`config.mk`:
```
export PLATFORM = sky130hd
export DESIGN_NAME = pause_frame_tx
export DESIGN_NICKNAME = d
export VERILOG_FILES = /design/src/rtl/pause_frame_tx.sv
export SDC_FILE = /design/constraint.sdc
export NUM_CORES = 1
export LEC_CHECK = 0
export ABC_CLOCK_PERIOD_IN_PS = 3900
export BUFFER_PORTS_ARGS = -buffer_cell sky130_fd_sc_hd__clkbuf_2
export CORE_MARGIN = 10
export CORE_UTILIZATION = 45
export DETAILED_ROUTE_END_ITERATION = 16
export PLACE_DENSITY = 0.67
export SYNTH_ARGS = -nofsm -noshare
export SYNTH_HDL_FRONTEND = slang
export SYNTH_SLANG_ARGS = --single-unit
export TNS_END_PERCENT = 100
```
`constraint.sdc`:
```
create_clock -name clk -period 3.9 [get_ports clk]
set_clock_uncertainty 0.2 [all_clocks]
set_input_delay 0.195 -clock clk [delete_from_list [all_inputs] [get_ports clk]]
set_output_delay 0.195 -clock clk [all_outputs]
set_load 0.02 [all_outputs]
```
`src/rtl/pause_frame_tx.sv`:
```
module pause_frame_tx #(
  parameter int TS_W    = 32,
  parameter int FRAME_W = 32,
  parameter int LEN_W   = $clog2(FRAME_W + 1),
  parameter int GAP     = 330,
  parameter int PAUSE   = 30,
  parameter int LONG    = 150,
  parameter int SHORT   = 90
) (
  input  logic               clk,
  input  logic               rst_n,
  input  logic               start,
  input  logic [FRAME_W-1:0] frame,
  input  logic [LEN_W-1:0]   len,
  input  logic [TS_W-1:0]    last_end,
  input  logic [TS_W-1:0]    now,
  input  logic               ks_bit,
  output logic               pause_out,
  output logic               ks_advance,
  output logic               busy,
  output logic               done,
  output logic [TS_W-1:0]    t_start,
  output logic [TS_W-1:0]    t_end
);
  localparam logic [TS_W-1:0] GAP_T   = TS_W'(GAP);
  localparam logic [TS_W-1:0] PAUSE_T = TS_W'(PAUSE);
  localparam logic [TS_W-1:0] MARK1_T = TS_W'(LONG - PAUSE);
  localparam logic [TS_W-1:0] MARK0_T = TS_W'(SHORT - PAUSE);

  typedef enum logic [2:0] {IDLE, GAPW, PAUSEW, MARKW, TAILW} st_t;
  st_t st;

  logic [TS_W-1:0]    deadline;
  logic [FRAME_W-1:0] word;
  logic [LEN_W-1:0]   nbits, idx;
  logic [TS_W-1:0]    slack;
  logic               due, air_bit;

  assign slack   = now - deadline;
  assign due     = ~slack[TS_W-1];
  assign air_bit = word[0] ^ ks_bit;
  assign busy    = (st != IDLE);

  always_ff @(posedge clk or negedge rst_n) begin
    if (!rst_n) begin
      st         <= IDLE;
      deadline   <= '0;
      word       <= '0;
      nbits      <= '0;
      idx        <= '0;
      pause_out  <= 1'b0;
      ks_advance <= 1'b0;
      done       <= 1'b0;
      t_start    <= '0;
      t_end      <= '0;
    end else begin
      ks_advance <= 1'b0;
      done       <= 1'b0;
      unique case (st)
        IDLE: if (start) begin
          deadline <= last_end + GAP_T;
          word     <= frame;
          nbits    <= len;
          idx      <= '0;
          st       <= GAPW;
        end
        GAPW: if (due) begin
          t_start   <= deadline;
          pause_out <= 1'b1;
          deadline  <= deadline + PAUSE_T;
          st        <= PAUSEW;
        end
        PAUSEW: if (due) begin
          pause_out <= 1'b0;
          deadline  <= deadline + (air_bit ? MARK1_T : MARK0_T);
          st        <= MARKW;
        end
        MARKW: if (due) begin
          ks_advance <= 1'b1;
          pause_out  <= 1'b1;
          deadline   <= deadline + PAUSE_T;
          word       <= word >> 1;
          idx        <= idx + 1'b1;
          st         <= (idx == nbits - 1'b1) ? TAILW : PAUSEW;
        end
        TAILW: if (due) begin
          pause_out <= 1'b0;
          t_end     <= deadline;
          done      <= 1'b1;
          st        <= IDLE;
        end
        default: st <= IDLE;
      endcase
    end
  end
endmodule

```
==> results by group, run 1 <==
Outcome
  – Outcome: finished, final reports clean

Synthesis
  – Post-Syn Instances: 930
  – Syn avg cell area: 9.88 µm²
  – Sequential area share after synthesis: 0.397
  – Post-Syn Area: 9190 µm²
  – Synth Register Bits: approximately 150
  – Syn Nets: 1073
  – Syn. warnings: 0
  – Top FF cell, synth: dfrtp_1
  – EDFF count, synth: 0
  – Yosys cell types: 81
  – Ys async rst share: 1.00

Timing
  – Pins Over Slew Limit: 0
  – Max transition margin: 0.319
  – Final min period: ~3.7 ns
  – Crit share post-route: 0.958
  – Final setup fails: 0
  – Setup TNS: 0 ns
  – RSZ-0062 raised after global routing: no
  – FMAX: 0.268 GHz
  – Worst slew pin tran: 1.02 ns
  – Final Hold Viols: 0

Place
  – Placed cell area: around 11000 µm²
  – DP HPWL: 21700 µm
  – Gpl congestion: 0.970
  – Port bufs: 173

Cells and area
  – Share of layout cells above drive strength 1: 0.294
  – Design area: 11600 µm²
  – # fillers: 1789
  – Area grow syn2layout: 26.7%
  – Final net count: approximately 1300

Clocking
  – CTS tree: done
  – Insertion delay to the later sink of the worst-skew pair: 0.44 ns
  – Htree depth: 4
  – Sink Count: 146
  – Clock Path Buffers: 2
  – CTS buffer count: 17
  – Post-CTS sizing: 0
  – Clock root cell: clkbuf_16
  – Clock-pin slew on the worst setup and hold paths: 0.07 ns

Worst hold path
  – Hold Crit Class: in2reg

Drt
  – Routed Antenna Nets: 0
  – Final wirelength: 30100 µm
  – Starting DRT DRC Count: around 800
  – Drt wl/cell: 20.7 µm
  – Via count: 8558
  – TritonRoute pass-1 iters: 6
  – Routed vias/inst: 5.88
  – DRC viols: 0

Global route
  – First-pass GRT wire length: 47300 µm
  – Largest net degree at the start of global routing: 108
  – Vias in the first global route: between 8000 and 9000
  – Total track usage: 0.222
  – GRT overflow: 0
  – Initial antenna violation count: 3

Setup path
  – CP required: 4.06 ns
  – Critical Path Sink Type: flop
  – Worst path arrival time: 3.89 ns
  – Crit path kind: reg2reg
  – Largest fanout on the critical path: 4
  – Crit path launch type: flop

Floorplan
  – Row count: 52
  – Initial Utilization: 0.456
  – Die ar.: 26500 µm²
  – Core ar.: 20200 µm²
  – Die W: approximately 160 µm
  – Ports: 174
  – Chip Height: 163 µm

Power
  – Pwr dens: about 720 nW/µm²
  – Peak VDD IR: 0.000400 V
  – Pleak: ~5.3 nW

Job
  – Max Cap Viol: 0
==> per-layer routing <==
layer	wire [µm]	vias up	GRT usage
met5	13	-	0
met4	772	2	0.0791
met3	2460	63	0.0508
met2	14200	409	0.363
met1	12700	4115	0.283
li1	-	3969	-
==> layout by cell type (no fill, tap or decap), types with 5 or more instances in the layout <==
master         instances
dfrtp_1              146
clkbuf_16             17
buf_4                 54
dlygate4sd3_1         44
mux2i_1                8
a21oi_1               44
and2_1                 5
o21ai_0               28
o221ai_1               8
nor3_1                27
and3_1                13
o221a_2               31
nand2b_1              36
mux2_2                37
nand2_1               78
a211oi_1               8
nand4_1               23
a22oi_1                9
xor2_1                 9
xnor2_1               30
and4_1                 5
inv_1                 49
o211ai_1               7
o31ai_1                5
ha_1                  37
a2bb2oi_1              5
mux2_1                29
o22ai_1               12
nor2b_1                5
nand3_1               29
clkbuf_2             172
nor4_1                11
nor2_1                39
a31oi_1               15
o32ai_1                8
==> sequential cells by signal, summed over array words and instances, names as in the netlist <==
| signal | flops |
|---|---|
| word | 32 |
| st | 3 |
| t_start | 32 |
| t_end | 32 |
| idx | 6 |
| deadline | 32 |
| done | 1 |
| ks_advance | 1 |
| pause_out | 1 |
| nbits | 6 |
==> per-stage QoR <==
step / hold WS, ns / power [mW] / worst slack, ns / utilization / instances
3_5_place_dp: 0.192 / 6.45 / 0.301 / 0.524 / 1377
3_3_place_gp: 0.189 / 6.40 / 0.308 / 0.524 / 1377
4_1_cts: 0.000102 / 8.30 / 0.288 / 0.577 / 1453
2_1_floorplan: -0.301 / 5.06 / 0.691 / - / 930
6_report: 0.0191 / 8.33 / 0.163 / 0.577 / 1455
5_1_grt: 0.0530 / 8.83 / 0.0747 / 0.577 / 1455
==> synth_stat cells (5+ instances only) <==
cell / n / area (µm²)
o211ai_1: 7 / 52.6
a21oi_1: 44 / 220
buf_6: 11 / 124
mux2_2: 37 / 417
nor4_1: 11 / 68.8
nand4_1: 23 / 144
o221a_2: 31 / 349
a31oi_1: 15 / 93.8
o32ai_1: 8 / 70.1
inv_1: 49 / 184
nand2_1: 78 / 293
xnor2_1: 30 / 263
a22oi_1: 9 / 67.6
clkbuf_1: 32 / 120
nor3_1: 27 / 135
nor2b_1: 5 / 31.3
nor2_1: 39 / 146
mux2_1: 29 / 327
nand2b_1: 36 / 225
dfrtp_1: 146 / 3650
and4_1: 5 / 43.8
a2bb2oi_1: 5 / 43.8
mux2i_1: 8 / 80.1
buf_2: 6 / 30.0
ha_1: 37 / 463
xor2_1: 9 / 78.8
o221ai_1: 8 / 70.1
and2_1: 6 / 37.5
and3_1: 13 / 81.3
nand3_1: 29 / 145
o21ai_0: 28 / 140
a211oi_1: 8 / 60.1
o22ai_1: 12 / 75.1
o31ai_1: 5 / 37.5
==> critical path, stage by stage (launching register included) <==
cell       delay [ns]
dfrtp_1          0.39
xor2_1           0.19
inv_1            0.08
ha_1             0.20
inv_1            0.06
ha_1             0.21
nor4b_1          0.15
buf_4            0.15
nor4_1           0.84
nand2_1          0.23
o22ai_1          0.34
nor4b_1          0.28
a2111oi_0        0.18
nor2_1           0.17
==> report_power, final <==
part	internal, mW	total, mW	leakage [nW]	switching (mW)
sequential	2.00	2.38	1.78	0.380
clock	1.08	1.79	0.304	0.714
combinational	1.68	4.16	3.18	2.47
==> cell families after synthesis <==
| family | share of synthesized area |
|---|---|
| AOI/OAI and AO/OA | 0.207 |
| adders and majority gates | 0.0504 |
| buffers and inverters | 0.0523 |
| xor gates and xnor gates | 0.0372 |
| DFF | 0.397 |
| muxes | 0.0896 |
| and+or+nand+nor | 0.166 |
==> what timing repair did <==
action	CTS	global route
buffers inserted	0	0
hold buffers	44	0
hold endpoints to repair	148	0
==> cell type report <==
type,instances,area [µm²],area share
Multi-Input combinational cell,682,5060,0.434
Sequential cell,146,3650,0.314
Timing Repair Buffer,274,1780,0.153
Clock buffer,17,425,0.0365
Tap cell,270,338,0.0290
Clock inverter,15,203,0.0174
Inverter,49,184,0.0158
Antenna cell,2,5.00,0.000430
==> path summary, 6_finish.rpt <==
path | startpoint | endpoint | slack (ns) | cells past startpoint
setup / recovery | word[0] | deadline[20] | 0.16 | 13
hold / removal | last_end[1] | deadline[1] | 0.02 | 4
setup reg to reg | word[0] | deadline[20] | 0.16 | 13
hold reg to reg | t_end[5] | t_end[5] | 0.28 | 1
max in group asynchronous | rst_n | t_end[1] | 2.36 | 3
min in group asynchronous | rst_n | t_start[10] | 0.26 | 2
(Power assumes the default switching activity.)
==> run 2: changes to the inputs <==
- CTS_BUF_LIST: not set -> sky130_fd_sc_hd__clkbuf_2 sky130_fd_sc_hd__clkbuf_4 sky130_fd_sc_hd__clkbuf_8
==> results by group, run 2 (same netlist as run 1, synthesis figures left out) <==
Drt
  – Drt wl/cell: 20.5 µm
  – TritonRoute pass-1 iters: 7
  – Final wirelength: 30000 µm
  – Routed Antenna Nets: 0
  – Routed vias/inst: about 6
  – DRC viols: 0
  – Starting DRT DRC Count: between 700 and 800
  – Via count: approximately 8600

Power
  – Pleak: 5.20 nW
  – Pwr dens: 685 nW/µm²
  – Peak VDD IR: 0.000306 V

Global route
  – Vias in the first global route: just under 9000
  – First-pass GRT wire length: between 40000 and 50000 µm
  – Initial antenna violation count: 3
  – GRT overflow: 0
  – Total track usage: 0.223
  – Largest net degree at the start of global routing: 108

Clocking
  – Clock root cell: clkbuf_8
  – Clock-pin slew on the worst setup and hold paths: 0.10 ns
  – # Post-CTS Setup Buffers: 0
  – CTS buffer count: 17
  – Insertion delay to the later sink of the worst-skew pair: between 0.4 and 0.5 ns
  – # hold bufs at CTS: slightly above 50
  – Clock Path Buffers: 2
  – Sink Count: roughly 150
  – Htree depth: 4
  – Post-CTS sizing: 0
  – CTS tree: done

Timing
  – Crit share post-route: 0.971
  – FMAX: 0.264 GHz
  – Setup TNS: 0 ns
  – Final min period: 3.79 ns
  – Pins Over Slew Limit: 0
  – Final Hold Viols: 0
  – Worst slew pin tran: ~1.1 ns
  – RSZ-0062 raised after global routing: no
  – Final setup fails: 0
  – Max transition margin: 0.254

Cells and area
  – Commonest non-fill, non-tap cell in the layout: clkbuf_2
  – # fillers: 1808
  – Area grow syn2layout: 25.4%
  – Share of layout cells above drive strength 1: 0.292
  – Design area: 11500 µm²
  – Post-layout util: 0.571
  – Register Area: approximately 3700 µm²
  – Most frequent cells in the layout: 172 x clkbuf_2, 146 x dfrtp_1, 78 x nand2_1, 54 x buf_4, 51 x dlygate4sd3_1
  – Final net count: 1320
  – Multi-input gate area: slightly above 5000 µm²

Place
  – Gpl congestion: 0.970
  – Placed cell area: 10600 µm²
  – Port bufs: ~170
  – DP HPWL: roughly 22000 µm

Setup path
  – R2R depth: 13
  – Critical Path Sink Type: flop
  – Cell Chain, Critical Path: xor2_1 -> inv_1 -> ha_1 -> inv_1 -> ha_1 -> nor4b_1 -> buf_4 -> nor4_1 -> nand2_1 -> o22ai_1 -> nor4b_1 -> a2111oi_0 -> nor2_1
  – Worst path slowest cell: nor4_1
  – Worst path arrival time: about 4.0 ns
  – Worst r2r src: word[0]
  – CP Launch Point: word[0]
  – R2r endpoint: deadline[20]
  – CP required: 4.10 ns
  – Crit path launch type: flop
  – Largest fanout on the critical path: 4
  – Crit path kind: reg2reg
  – Setup slack, reg-to-reg: between 0.1 and 0.15 ns
  – Crit-path max cell delay: 0.92 ns

Floorplan
  – Chip Height: approximately 160 µm
  – Ports: roughly 170
  – Row count: 52
  – Die W: between 150 and 200 µm
  – Core ar.: 20200 µm²
  – Die ar.: 26500 µm²
  – Initial Utilization: 0.456

Worst hold path
  – WHS Path Cells: 5
  – Hold Crit Class: in2reg
  – Hold Path Origin: last_end[23]
  – Worst Hold End: deadline[23]

Outcome
  – Outcome: finished, final reports clean

Job
  – Max Cap Viol: 0
run 2: changes by cell type in the layout (fill, tap and decap cells not counted):
cell and change:
clkbuf_16 -17, clkbuf_8 +17, dlygate4sd3_1 +7
run 2: worst max-delay path, delay by kind of cell (launching register included):
family	cells	cell delay, ns
AND/OR/NAND/NOR	5	1.75
AO/OA/AOI/OAI	2	0.49
adder cells (fa/ha/maj)	2	0.41
flip-flops	1	0.40
buffers and inverters	3	0.29
XOR/XNOR	1	0.19
run 2: area by class of cell:
type / instances / share of cell area
multi-input cells: 682 / 0.439
flip-flops and latches: 146 / 0.317
repair buffers: 281 / 0.160
well taps: 270 / 0.0293
clock buffers: 17 / 0.0203
clock inverters: 15 / 0.0176
inverters: 49 / 0.0160
diodes: 2 / 0.000434
run 2: worst max-delay path by stage:
stage,to,slack [ns]
after floorplan,t_end[10],0.69
after global placement,t_start[22],0.31
after detailed placement,t_start[24],0.30
after CTS,t_start[15],0.29
after global routing,deadline[20],0.08
final,deadline[20],0.11
run 2: routing by layer:
| layer | up-vias | routed length [µm] | global-route usage |
|---|---|---|---|
| met3 | 73 | 2500 | 0.0475 |
| li1 | 3988 | - | - |
| met2 | 421 | 14200 | 0.366 |
| met1 | 4125 | 12400 | 0.287 |
| met5 | - | 13 | 0 |
| met4 | 2 | 822 | 0.0762 |
run 2: report_power, final:
part           internal, mW  switching (mW)
clock network         0.703           0.659
logic                  1.69            2.47
registers              2.00           0.380
run 2: per-stage QoR:
step	cells	power (mW)	hold slack [ns]	worst slack (ns)
6_report	1462	7.90	0.0261	0.112
5_1_grt	1462	8.40	0.0384	0.0761
4_1_cts	1460	7.88	0.000250	0.293
3_5_place_dp	1377	6.45	0.192	0.301
3_3_place_gp	1377	6.40	0.189	0.308
2_1_floorplan	930	5.06	-0.301	0.691
==> run 3: changes to the inputs <==
- CORE_UTILIZATION: 45 -> 58
- PLACE_DENSITY: 0.67 -> 0.83
==> results by group, run 3 (same netlist as run 1, synthesis figures left out) <==
Outcome
  – Outcome: finished, final reports clean

Cells and area
  – Area grow syn2layout: 23.1%
  – Layout Cells excl Fill: 1388
  – Final net count: ~1300
  – # fillers: 1141
  – Most frequent cells in the layout: 172 x clkbuf_2, 146 x dfrtp_1, 78 x nand2_1, 49 x inv_1, 49 x dlygate4sd3_1
  – Commonest non-fill, non-tap cell in the layout: clkbuf_2
  – Share of layout cells above drive strength 1: 0.285

Floorplan
  – Initial Utilization: 0.598
  – Chip Height: 146 µm
  – Die ar.: 21300 µm²
  – Row count: 45
  – Core ar.: 15400 µm²
  – Ports: 174
  – Die W: between 100 and 150 µm

Clocking
  – # Post-CTS Setup Buffers: 0
  – Sink Count: 146
  – Htree depth: 4
  – CTS tree: done
  – Insertion delay to the later sink of the worst-skew pair: 0.48 ns
  – CTS buffer count: 17
  – Clock-pin slew on the worst setup and hold paths: 0.09 ns
  – Clock Path Buffers: 2
  – Clock root cell: clkbuf_8

Timing
  – Setup TNS: 0 ns
  – Crit share post-route: 0.930
  – Final setup fails: 0
  – Final min period: 3.63 ns
  – Pins Over Slew Limit: 0
  – Worst slew pin tran: between 0.9 and 1 ns
  – FMAX: 0.276 GHz
  – Max transition margin: 0.367
  – RSZ-0062 raised after global routing: no
  – Final Hold Viols: 0

Power
  – Sequential share of power: 0.310
  – Net Sw Frac: 0.447
  – Clock power share: 0.174
  – Pwr dens: 692 nW/µm²
  – Gate power share: 0.516
  – P_int: between 4 and 5 mW
  – Reported net switching power: 3.50 mW
  – Peak VDD IR: 0.000419 V
  – Pleak: 5.12 nW

Drt
  – Via count: 8871
  – DRC viols: 0
  – Final wirelength: 30100 µm
  – TritonRoute pass-1 iters: 6
  – Routed Antenna Nets: 0
  – Starting DRT DRC Count: between 1000 and 1500
  – Routed vias/inst: 6.39
  – Drt wl/cell: 21.7 µm

Worst hold path
  – Hold Path Origin: last_end[7]
  – Worst Hold End: deadline[7]
  – Hold Crit Class: in2reg
  – WHS Path Cells: 4

Setup path
  – R2R depth: 10
  – Crit path kind: reg2reg
  – Largest fanout on the critical path: 21
  – Critical Path Sink Type: flop
  – Setup slack, reg-to-reg: between 0.2 and 0.3 ns
  – Worst path arrival time: between 3 and 4 ns
  – CP required: 4.06 ns
  – Worst r2r src: deadline[28]
  – R2r endpoint: t_end[31]
  – Crit path launch type: flop

Global route
  – Largest net degree at the start of global routing: 93
  – Initial antenna violation count: 2
  – First-pass GRT wire length: 47500 µm
  – Total track usage: 0.275
  – GRT overflow: 0
  – Vias in the first global route: 8798

Place
  – Gpl congestion: a little under 1
  – Placed cells: approximately 1300
  – DP HPWL: 21300 µm
  – Port bufs: 173

Job
  – Max Cap Viol: 0
-- run 3: worst max-delay path by stage --
| stage | cells after the start | to | slack, ns | start |
|---|---|---|---|---|
| 3_5_place_dp | 10 | t_end[28] | 0.34 | deadline[28] |
| 5_1_grt | 10 | t_end[19] | 0.11 | deadline[28] |
| 3_3_place_gp | 10 | t_end[31] | 0.40 | deadline[28] |
| 6_report | 10 | t_end[31] | 0.27 | deadline[28] |
| 2_1_floorplan | 11 | t_end[10] | 0.69 | deadline[4] |
| 4_1_cts | 10 | t_end[16] | 0.31 | deadline[28] |
-- run 3: power by group through the flow --
stage | clock network [mW] | registers, mW | logic [mW]
detailed placement | 0 | 2.44 | 3.87
global placement | 0 | 2.42 | 3.79
global route | 1.44 | 2.49 | 4.35
CTS | 1.38 | 2.42 | 3.95
finish | 1.36 | 2.43 | 4.04
floorplan | 0 | 2.52 | 2.54
-- run 3: cell type report --
| cell class | instances | area (µm²) | share of cell area |
|---|---|---|---|
| Antenna cell | 1 | 2.50 | 0.000221 |
| Clock inverter | 14 | 204 | 0.0180 |
| Inverter | 49 | 184 | 0.0163 |
| Timing Repair Buffer | 267 | 1700 | 0.150 |
| Sequential cell | 146 | 3650 | 0.323 |
| Multi-Input combinational cell | 682 | 5060 | 0.447 |
| Clock buffer | 18 | 248 | 0.0219 |
| Tap cell | 211 | 264 | 0.0233 |
-- run 3: through the flow --
| stage | util | power [mW] | setup slack (ns) | hold slack [ns] | area, µm² |
|---|---|---|---|---|---|
| detailed placement | 0.675 | 6.31 | 0.339 | 0.135 | 10400 |
| CTS | 0.736 | 7.75 | 0.305 | 0.0191 | 11300 |
| global route | 0.736 | 8.29 | 0.109 | 0.0467 | 11300 |
| floorplan | - | 5.06 | 0.691 | -0.301 | 9190 |
| finish | 0.736 | 7.83 | 0.273 | 0.0283 | 11300 |
| global placement | 0.675 | 6.21 | 0.403 | 0.130 | 10400 |
-- run 3: timing repair --
item                       4_1_cts  5_1_grt
gates resized for setup          0        0
hold endpoints to repair       138        0
hold buffers                    49        0
setup endpoints to repair        0        0
-- run 3: critical path, stage by stage, from the launching register on --
cell and delay, ns:
dfrtp_1 0.49, inv_1 0.10, ha_1 0.30, nand4_1 0.21
nor2_1 0.08, a221o_1 0.29, a211o_1 0.48, a211o_4 0.45
a21oi_4 0.18, buf_4 0.33, mux2_2 0.37
-- run 3: metal layers --
metal / vias up / routed length, µm / global-route usage
met4: 2 / 1060 / 0.125
met5: - / 13 / 0
met2: 571 / 14000 / 0.436
li1: 3963 / - / -
met1: 4232 / 11800 / 0.340
met3: 103 / 3220 / 0.0789
